### config.mk
export PLATFORM = sky130hd
export DESIGN_NAME = seep_cfg_port
export DESIGN_NICKNAME = d
export VERILOG_FILES = /design/src/rtl/seep_pkg.sv /design/src/rtl/seep_img_init.sv /design/src/rtl/seep_pin_ctl.sv /design/src/rtl/seep_rd_mask.sv /design/src/rtl/seep_cfg_port.sv
export SDC_FILE = /design/constraint.sdc
export NUM_CORES = 1
export LEC_CHECK = 0
export ABC_AREA = 1
export BUFFER_PORTS_ARGS = -buffer_cell sky130_fd_sc_hd__buf_2
export CORE_AREA = 2 2 130 69
export CTS_BUF_LIST = sky130_fd_sc_hd__clkbuf_4
export CTS_CLUSTER_SIZE = 8
export DETAILED_ROUTE_END_ITERATION = 16
export DIE_AREA = 0 0 132 71
export PLACE_DENSITY_LB_ADDON = 0.15
export RECOVER_POWER = 25
export SYNTH_ARGS = -nofsm -noshare
export SYNTH_HDL_FRONTEND = slang
export SYNTH_HIERARCHICAL = 1
export SYNTH_SLANG_ARGS = --single-unit
### constraint.sdc
create_clock -name clk -period 2.8 [get_ports clk]
set_clock_uncertainty 0.15 [all_clocks]
set_input_delay 0 -clock clk [delete_from_list [all_inputs] [get_ports clk]]
set_output_delay 0 -clock clk [all_outputs]
set_load 0.05 [all_outputs]
### src/rtl/seep_pkg.sv
package seep_pkg;

  typedef enum logic [1:0] {
    INIT_IDLE = 2'd0,
    INIT_RUN  = 2'd1,
    INIT_DONE = 2'd2
  } init_state_e;

  // Default byte of the adapter image at a given address.
  function automatic logic [7:0] seep_default(input int unsigned a);
    logic [7:0] v;
    v = 8'h00;
    if (a < 32) begin
      v = (a % 2 == 0) ? 8'h57 : 8'h00;
    end else begin
      case (a)
        64:      v = 8'h07;
        65:      v = 8'h0F;
        67:      v = 8'h04;
        68:      v = 8'h07;
        default: v = 8'h00;
      endcase
    end
    return v;
  endfunction

endpackage

### src/rtl/seep_img_init.sv
module seep_img_init
  import seep_pkg::*;
#(
  parameter int          IMG_BYTES = 128,
  parameter logic [15:0] CSUM_SEED = 16'h1234,
  localparam int         AW        = $clog2(IMG_BYTES)
) (
  input  logic          clk,
  input  logic          rst_n,
  output logic          img_valid,
  input  logic          img_ready,
  output logic [AW-1:0] img_addr,
  output logic [7:0]    img_wdata,
  output logic          done
);

  localparam int LO_IDX = IMG_BYTES - 2;
  localparam int HI_IDX = IMG_BYTES - 1;

  init_state_e   state;
  logic [AW-1:0] idx;
  logic [15:0]   wsum;
  logic [7:0]    dflt;
  logic [15:0]   csum;

  always_comb begin
    dflt = seep_default(int'(idx));
    csum = CSUM_SEED - wsum;
  end

  always_ff @(posedge clk) begin
    if (!rst_n) begin
      state <= INIT_IDLE;
      idx   <= '0;
      wsum  <= '0;
    end else begin
      case (state)
        INIT_IDLE: state <= INIT_RUN;
        INIT_RUN: begin
          if (img_ready) begin
            if (int'(idx) < LO_IDX) begin
              wsum <= idx[0] ? wsum + {dflt, 8'h00} : wsum + {8'h00, dflt};
            end
            if (int'(idx) == HI_IDX) state <= INIT_DONE;
            else                     idx   <= idx + 1'b1;
          end
        end
        default: state <= INIT_DONE;
      endcase
    end
  end

  always_comb begin
    img_valid = (state == INIT_RUN);
    img_addr  = idx;
    done      = (state == INIT_DONE);
    if (int'(idx) == LO_IDX)      img_wdata = csum[7:0];
    else if (int'(idx) == HI_IDX) img_wdata = csum[15:8];
    else                          img_wdata = dflt;
  end


  hold_when_stalled_chk: assert property (@(posedge clk) disable iff (!rst_n)
    (img_valid && !img_ready) |=> (img_valid && $stable(img_addr) && $stable(img_wdata)));


  addr_step_chk: assert property (@(posedge clk) disable iff (!rst_n)
    (img_valid && img_ready && int'(img_addr) != HI_IDX) |=> (img_valid && img_addr == $past(img_addr) + 1'b1));


  done_sticky_chk: assert property (@(posedge clk) disable iff (!rst_n)
    done |=> (done && !img_valid));

endmodule

### src/rtl/seep_pin_ctl.sv
module seep_pin_ctl #(
  parameter int             OFF_W    = 8,
  parameter int             DATA_W   = 8,
  parameter logic [OFF_W-1:0] OFF_CLK  = 8'h80,
  parameter logic [OFF_W-1:0] OFF_REL  = 8'hC0,
  parameter int             SK_BIT   = 7,
  parameter int             DI_BIT   = 6
) (
  input  logic              clk,
  input  logic              rst_n,
  input  logic              wr_fire,
  input  logic [OFF_W-1:0]  wr_off,
  input  logic [DATA_W-1:0] wr_data,
  output logic              pass_valid,
  output logic [OFF_W-1:0]  pass_off,
  output logic [DATA_W-1:0] pass_data,
  output logic              cs,
  output logic              sk,
  output logic              di
);

  logic hit_clk, hit_rel;

  always_comb begin
    hit_clk = (wr_off == OFF_CLK);
    hit_rel = (wr_off == OFF_REL);
  end

  always_ff @(posedge clk) begin
    if (!rst_n) begin
      cs         <= 1'b0;
      sk         <= 1'b0;
      di         <= 1'b0;
      pass_valid <= 1'b0;
      pass_off   <= '0;
      pass_data  <= '0;
    end else begin
      pass_valid <= 1'b0;
      if (wr_fire) begin
        if (hit_clk) begin
          cs <= 1'b1;
          sk <= wr_data[SK_BIT];
          di <= wr_data[DI_BIT];
        end else if (hit_rel) begin
          cs <= 1'b0;
          sk <= 1'b0;
          di <= 1'b0;
        end else begin
          pass_valid <= 1'b1;
          pass_off   <= wr_off;
          pass_data  <= wr_data;
        end
      end
    end
  end


  idle_pins_low_chk: assert property (@(posedge clk) disable iff (!rst_n)
    !cs |-> (!sk && !di));


  clk_write_chk: assert property (@(posedge clk) disable iff (!rst_n)
    (wr_fire && wr_off == OFF_CLK) |=> (cs && sk == $past(wr_data[SK_BIT]) && di == $past(wr_data[DI_BIT])));


  pass_origin_chk: assert property (@(posedge clk) disable iff (!rst_n)
    pass_valid |-> ($past(wr_fire) && $past(wr_off) != OFF_CLK && $past(wr_off) != OFF_REL));


  pins_kept_chk: assert property (@(posedge clk) disable iff (!rst_n)
    pass_valid |-> ($stable(cs) && $stable(sk) && $stable(di)));

endmodule

### src/rtl/seep_rd_mask.sv
module seep_rd_mask #(
  parameter int OFF_W  = 8,
  parameter int DATA_W = 8
) (
  input  logic [OFF_W-1:0]  rd_off,
  input  logic              rd_single,
  input  logic [DATA_W-1:0] rd_raw,
  input  logic              ee_do,
  output logic [DATA_W-1:0] rd_data
);

  logic gate;

  always_comb begin
    gate    = (rd_off == '0) && rd_single && !ee_do;
    rd_data = gate ? '0 : rd_raw;
  end

endmodule

### src/rtl/seep_cfg_port.sv
module seep_cfg_port #(
  parameter int OFF_W     = 8,
  parameter int DATA_W    = 8,
  parameter int IMG_BYTES = 128,
  localparam int AW       = $clog2(IMG_BYTES)
) (
  input  logic              clk,
  input  logic              rst_n,
  input  logic              cfg_wr_valid,
  output logic              cfg_wr_ready,
  input  logic [OFF_W-1:0]  cfg_wr_off,
  input  logic [DATA_W-1:0] cfg_wr_data,
  output logic              pass_wr_valid,
  output logic [OFF_W-1:0]  pass_wr_off,
  output logic [DATA_W-1:0] pass_wr_data,
  input  logic [OFF_W-1:0]  cfg_rd_off,
  input  logic              cfg_rd_single,
  input  logic [DATA_W-1:0] cfg_rd_raw,
  output logic [DATA_W-1:0] cfg_rd_data,
  output logic              ee_cs,
  output logic              ee_sk,
  output logic              ee_di,
  input  logic              ee_do,
  output logic              img_valid,
  input  logic              img_ready,
  output logic [AW-1:0]     img_addr,
  output logic [7:0]        img_wdata,
  output logic              init_done
);

  logic wr_fire;

  always_comb begin
    cfg_wr_ready = init_done;
    wr_fire      = cfg_wr_valid && cfg_wr_ready;
  end

  seep_img_init #(.IMG_BYTES(IMG_BYTES)) u_init (
    .clk       (clk),
    .rst_n     (rst_n),
    .img_valid (img_valid),
    .img_ready (img_ready),
    .img_addr  (img_addr),
    .img_wdata (img_wdata),
    .done      (init_done)
  );

  seep_pin_ctl #(.OFF_W(OFF_W), .DATA_W(DATA_W)) u_pins (
    .clk        (clk),
    .rst_n      (rst_n),
    .wr_fire    (wr_fire),
    .wr_off     (cfg_wr_off),
    .wr_data    (cfg_wr_data),
    .pass_valid (pass_wr_valid),
    .pass_off   (pass_wr_off),
    .pass_data  (pass_wr_data),
    .cs         (ee_cs),
    .sk         (ee_sk),
    .di         (ee_di)
  );

  seep_rd_mask #(.OFF_W(OFF_W), .DATA_W(DATA_W)) u_rd (
    .rd_off    (cfg_rd_off),
    .rd_single (cfg_rd_single),
    .rd_raw    (cfg_rd_raw),
    .ee_do     (ee_do),
    .rd_data   (cfg_rd_data)
  );


  no_write_before_done_chk: assert property (@(posedge clk) disable iff (!rst_n)
    !init_done |=> (!pass_wr_valid && !ee_cs));

endmodule

# Word-level counts from Yosys, hierarchy flattened
# Index checks and enable logic that the tools add are counted.
# classes
bitwise	5
order_cmp	2
n_mux	15
eq_ne	12
n_addsub	4
n_reduce_logical	15
# ops
op	n
$logic_not 32->1	1
$mux 8	4
$eq 7x7->1 const B	4
$add 16x16->16	1
$add 16x8->16	1
$eq 8x8->1 const B	2
$mux 16	1
$sub 13x16->16 const A	1
$pmux 4 s3	1
$reduce_and 3->1	3
$logic_not 8->1	1
$add 7x1->7 const B	1
$eq 7x1->1 const B	1
$eq 7x2->1 const B	1
$lt 7x6->1 const B	1
$lt 7x7->1 const B	1
$mux 7	1
$mux 1	5
$not 1->1	5
$mux 2	2
$ne 2x1->1 const B	2
$pmux 2 s2	1
$reduce_and 2->1	2
$logic_and 1x1->1	3
other kinds (7)	7
# word_totals
inputBits	38
regBits	45
word_cells	62

# Depth between registers and ports, before layout
# depth
ltp_word	6
depth_mapped	19

# Modules after synthesis
# Netlist, hierarchy kept.
# modules_own_cells
mod	seq_area_each_um2	instances	area_per_inst_um2	cells_each
seep_img_init	500.5	1	2597.5	434
seep_pin_ctl	400.4	1	874.6	133
seep_rd_mask	0.0	1	100.1	24
seep_cfg_port	0.0	1	15.0	3

# Worst setup path before layout
# OpenSTA, ideal clock, no wires.
# synth_path
path_type	register to register
from	register u_init.idx[0], in the netlist u_init/img_addr[0]
to	register u_init.wsum[12]
period_less_slack_ns	3.064
t_required_ns	2.580
setup_ns	0.070
path_slack_ns	-0.264
path_buffers	1
path_stages_with_launch	17
arrival_ns	2.844
cell_sequence	dfxtp_1 -> inv_1 -> buf_6 -> ha_1 -> nand4_1 -> nand3_1 -> nand2_1 -> inv_1 -> ha_1 -> fa_1 -> inv_1 -> nor2_1 -> o21ai_0 -> nand2_1 -> o21ai_0 -> inv_1 -> a21oi_1
# synth_between
elab_chain_len	6
# synth_lines
item	line_no	source
from (decl)	seep_img_init.sv:21	logic [AW-1:0] idx;
from (signal assigned)	seep_img_init.sv:45	else idx <= idx + 1'b1;
$eq 7x7->1	seep_pkg.sv:16	case (a)
$reduce_or 2->1 (no line)	n/a	
$pmux 4 s3	seep_pkg.sv:16	
$mux 8	seep_pkg.sv:13	if (a < 32) begin
$add 16x8->16 / $add 16x16->16 (equally long branches)	seep_img_init.sv:42	wsum <= idx[0] ? wsum + {dflt, 8'h00} : wsum + {8'h00, dflt};
$mux 16	seep_img_init.sv:42	
to (signal assigned)	seep_img_init.sv:42	
to (decl)	seep_img_init.sv:22	logic [15:0] wsum;
# Several ways; a longest one is shown, not always the timed one.
# A chain may end at the register's enable or synchronous reset.

# Final worst setup path
# layout_path
from	register u_init.wsum[1]
to	output img_wdata[0]
# layout_between
elab_chain_len	3
# layout_lines
item	line_no	source
$sub 13x16->16	seep_img_init.sv:28	csum = CSUM_SEED - wsum;
$mux 8	seep_img_init.sv:58	else if (int'(idx) == HI_IDX) img_wdata = csum[15:8];
$mux 8	seep_img_init.sv:57	if (int'(idx) == LO_IDX) img_wdata = csum[7:0];
to (decl)	seep_cfg_port.sv:27	output logic [7:0] img_wdata,
# No other way between the ends.

==> results.py <==
metrics = {
    "yosys": {
        "synth_edf_count": 0,
        "synth_top_family_by_area": "simple AND/OR/NAND/NOR gates",
        "async_flop_share_pct": 0,
        "synth_compound_area_share_pct": 10.2,
        "synth_xor_area_share_pct": 1.46,
        "synth_nets": 651,
        "muxShareOfSynthArea_pct": 0,
        "synthAdderAreaFrac_pct": 7.05,
        "syn_area_per_cell_um2": 6.04,
        "ys_seq_area_share_pct": 25.1,
        "yosys.area.top_type": "dfxtp_1",
        "yosys-top-cells-area": "dfxtp_1 25%, nand2_1 17%, nor2_1 11%",
        "synth_simple_gate_area_share_pct": 42.2,
        "syn_area_mm2": 0.00359,
        "ys.flop_type": "dfxtp_1",
        "synth-seq-cells": 45,
        "yosysWarningCount": 6,
        "yosysUniqueCellTypes": 39,
        "synth_top_area_share_pct": 25.1,
        "netlist_instances": 594,
    },
    "critical_path": {
        "crit_arrival_ns": 2.47,
        "crit_chain": "inv_1 > ha_1 > nor2_2 > nor2_1 > nor2_2 > nand2_1 > nand2_1 > nand4_1 > a21oi_1 > buf_2",
        "cp_top_family": "simple AND/OR/NAND/NOR gates",
        "setup.worst_path.class": "flip-flop to primary output",
        "cp_max_fo": 4,
        "cp.buffers_inverters": 2,
        "max_stage_delay_ns": 0.40,
        "start_kind": "flip-flop",
        "critical_path_required_ns": 2.65,
        "startpoint": "u_init/wsum[1]",
        "cp-end-kind": "primary output",
        "cp_slowest_cell": "dfxtp_2",
        "rr_startpoint": "u_init/img_addr[1]",
    },
    "finish": {
        "areaGrowthSynthToFinish_pct": 21.0,
        "stdcell_area_mm2": 0.00434,
        "diodes": 0,
        "layout_common_cells": "159 x nand2_1, 101 x nor2_1, 89 x inv_1",
        "drive_gt1_share_pct": 17.5,
        "nets": 747,
        "final_common_cell": "nand2_1",
        "post-route-util_pct": 52.2,
        "fill_cells": 877,
    },
    "place": {
        "port_buffers": 83,
        "placedInstanceArea_mm2": 0.00406,
        "place_ws_ns": 0.0621,
        "place.gp.congestion": 0.915,
        "detailed_place_hpwl_um": 7990,
    },
    "timing": {
        "worst_slew_pin_slew_ns": 0.762,
        "fmax_ghz": 0.382,
        "setup_viol": 0,
        "period_needed_ns": 2.62,
        "min_period_over_period_pct": 93.4,
        "hold_viol_final": 0,
        "finalSetupTns_ns": 0,
        "slew_headroom_pct": 49.2,
        "worst_slack_ns": 0.185,
        "slew_violations": 0,
        "rsz0062_at_grt": "no",
    },
    "clock_tree": {
        "cts_buffers": 5,
        "cts_buffer_depth": 2,
        "cts_htree_levels": 2,
        "cts.clk_slew.worst_paths_ns": 0.15,
        "clk_latency_ns": 0.37,
        "cts_tree": "yes",
        "root_buffer": "clkbuf_4",
        "clock-sinks": 45,
    },
    "route": {
        "post-route-drc-count": 0,
        "initialDrtViolationCount": 395,
        "routed_via_density": 4.83,
        "wl_per_cell_um": 12.9,
        "vias": 3906,
        "first_pass_iters": 5,
        "wirelength_um": 10500,
        "drtAntennaViolNets": 0,
    },
    "min_path": {
        "hp-start": "rst_n",
        "hold_path_class": "primary input to flip-flop",
    },
    "power_and_ir_drop": {
        "p_comb_share_pct": 26.3,
        "power.share.sequential_pct": 45.8,
        "p_int_w": 0.000985,
        "max-vdd-ir-drop_uv": 189,
        "switching_share_pct": 34.0,
        "clockPowerShare_pct": 27.9,
        "power_density_mw_per_mm2": 344,
        "p_leak_nw": 2.15,
        "p_switching_w": 0.000507,
    },
    "global_routing": {
        "grt_util_met2_pct": 31.7,
        "use_met3_pct": 5.95,
        "antenna_found_initial": 0,
        "globalRouteMet1Util_pct": 33.6,
        "grt_first_pass_wirelength_um": 16800,
        "busiest_layer": "met1",
        "gr-total-overflow": 0,
        "grtUsageTotal_pct": 22.4,
        "grt_max_degree": 42,
        "grt_pass1_vias": 3497,
    },
    "floorplanning": {
        "die_w_um": 132,
        "die_area_mm2": 0.00937,
        "io_pins": 84,
        "start_util_pct": 43.1,
        "die_h_um": 71,
        "rows": 24,
        "core_area_mm2": 0.00832,
    },
    "outcome": {
        "status": "complete, no violations",
    },
    "job": {
        "drv_cap": 0,
    },
}
## area by class of cell
cell class	count	area, um2	area share, %
Timing Repair Buffer	109	634	14.6
Tap cell	117	146	3.37
Multi-Input combinational cell	434	2200	50.7
Clock buffer	5	37.5	0.865
Sequential cell	45	915	21.1
Clock inverter	3	41.3	0.951
Inverter	95	364	8.39
## worst reg2reg max path, stage by stage (launching register included)
cell	delay [ns]
dfxtp_4	0.40
inv_1	0.07
ha_1	0.18
nand4_1	0.09
nand3_1	0.09
nand2_2	0.09
nand2_1	0.11
ha_1	0.41
nand2_1	0.10
nand3_1	0.19
nand3_1	0.11
nand2_1	0.15
nand3_1	0.10
a21oi_1	0.21
nor2_1	0.07
## registers in the layout (all words and copies together) (netlist names)
| register | flops |
|---|---|
| u_init/state | 2 |
| u_pins/sk | 1 |
| u_init/img_addr | 7 |
| u_pins/cs | 1 |
| u_init/wsum | 16 |
| u_pins/di | 1 |
| u_pins/pass_valid | 1 |
| u_pins/pass_off | 8 |
| u_pins/pass_data | 8 |
## Yosys cell counts, drive strengths merged, types with 6 or more instances
master and number:
a21oi 33, buf 17, dfxtp 45, ha 17, inv 95, nand2 167
nand3 43, nand4 9, nor2 113, nor3 6, o21ai 26
## kinds of logic after synthesis
| group | Yosys count |
|---|---|
| AO/OA/AOI/OAI | 63 |
| AND/OR/NAND/NOR | 346 |
| adder cells (fa/ha/maj) | 19 |
| flip-flops | 45 |
| XOR/XNOR | 6 |
| buffers and inverters | 115 |
## power groups by stage
stage,combinational [W],sequential [W],clock [W]
after floorplan,0.000266,0.000691,0
after global placement,0.000358,0.000696,0
after detailed placement,0.000359,0.000697,0
after CTS,0.000382,0.000683,0.000435
after global routing,0.000436,0.000687,0.000450
final,0.000393,0.000683,0.000416
## routing by layer
metal / routed length, um / vias to the layer above
met2: 4050 / 155
met3: 1000 / 11
li1: - / 2040
met1: 5310 / 1700
met4: 98 / 0
met5: 0 / -
## path summary, 6_finish.rpt
path,cells past startpoint,slack (ns),end
worst max-delay path,10,0.18,img_wdata[0]
worst min-delay path,3,0.04,u_init/wsum[1]
worst max register to register,14,0.21,u_init/wsum[11]
worst min register to register,2,0.34,u_pins/pass_off[5]
## through the flow
| stage | std cells | hold WS (ns) | total power [W] |
|---|---|---|---|
| final | 808 | 0.0430 | 0.00149 |
| after global placement | 779 | 0.141 | 0.00105 |
| after detailed placement | 779 | 0.153 | 0.00106 |
| after global routing | 808 | 0.0752 | 0.00157 |
| after CTS | 806 | 0.0489 | 0.00150 |
| after floorplan | 594 | 0.0235 | 0.000957 |
## repair_timing
action / in CTS / in global routing
resized for setup: 0 / 13
hold buffers: 19 / 0
endpoints found under the setup margin: 0 / 13
buffers inserted: 0 / 2
endpoints found under the hold margin: 27 / 0
Note: power is estimated with default switching activity, not from simulation.
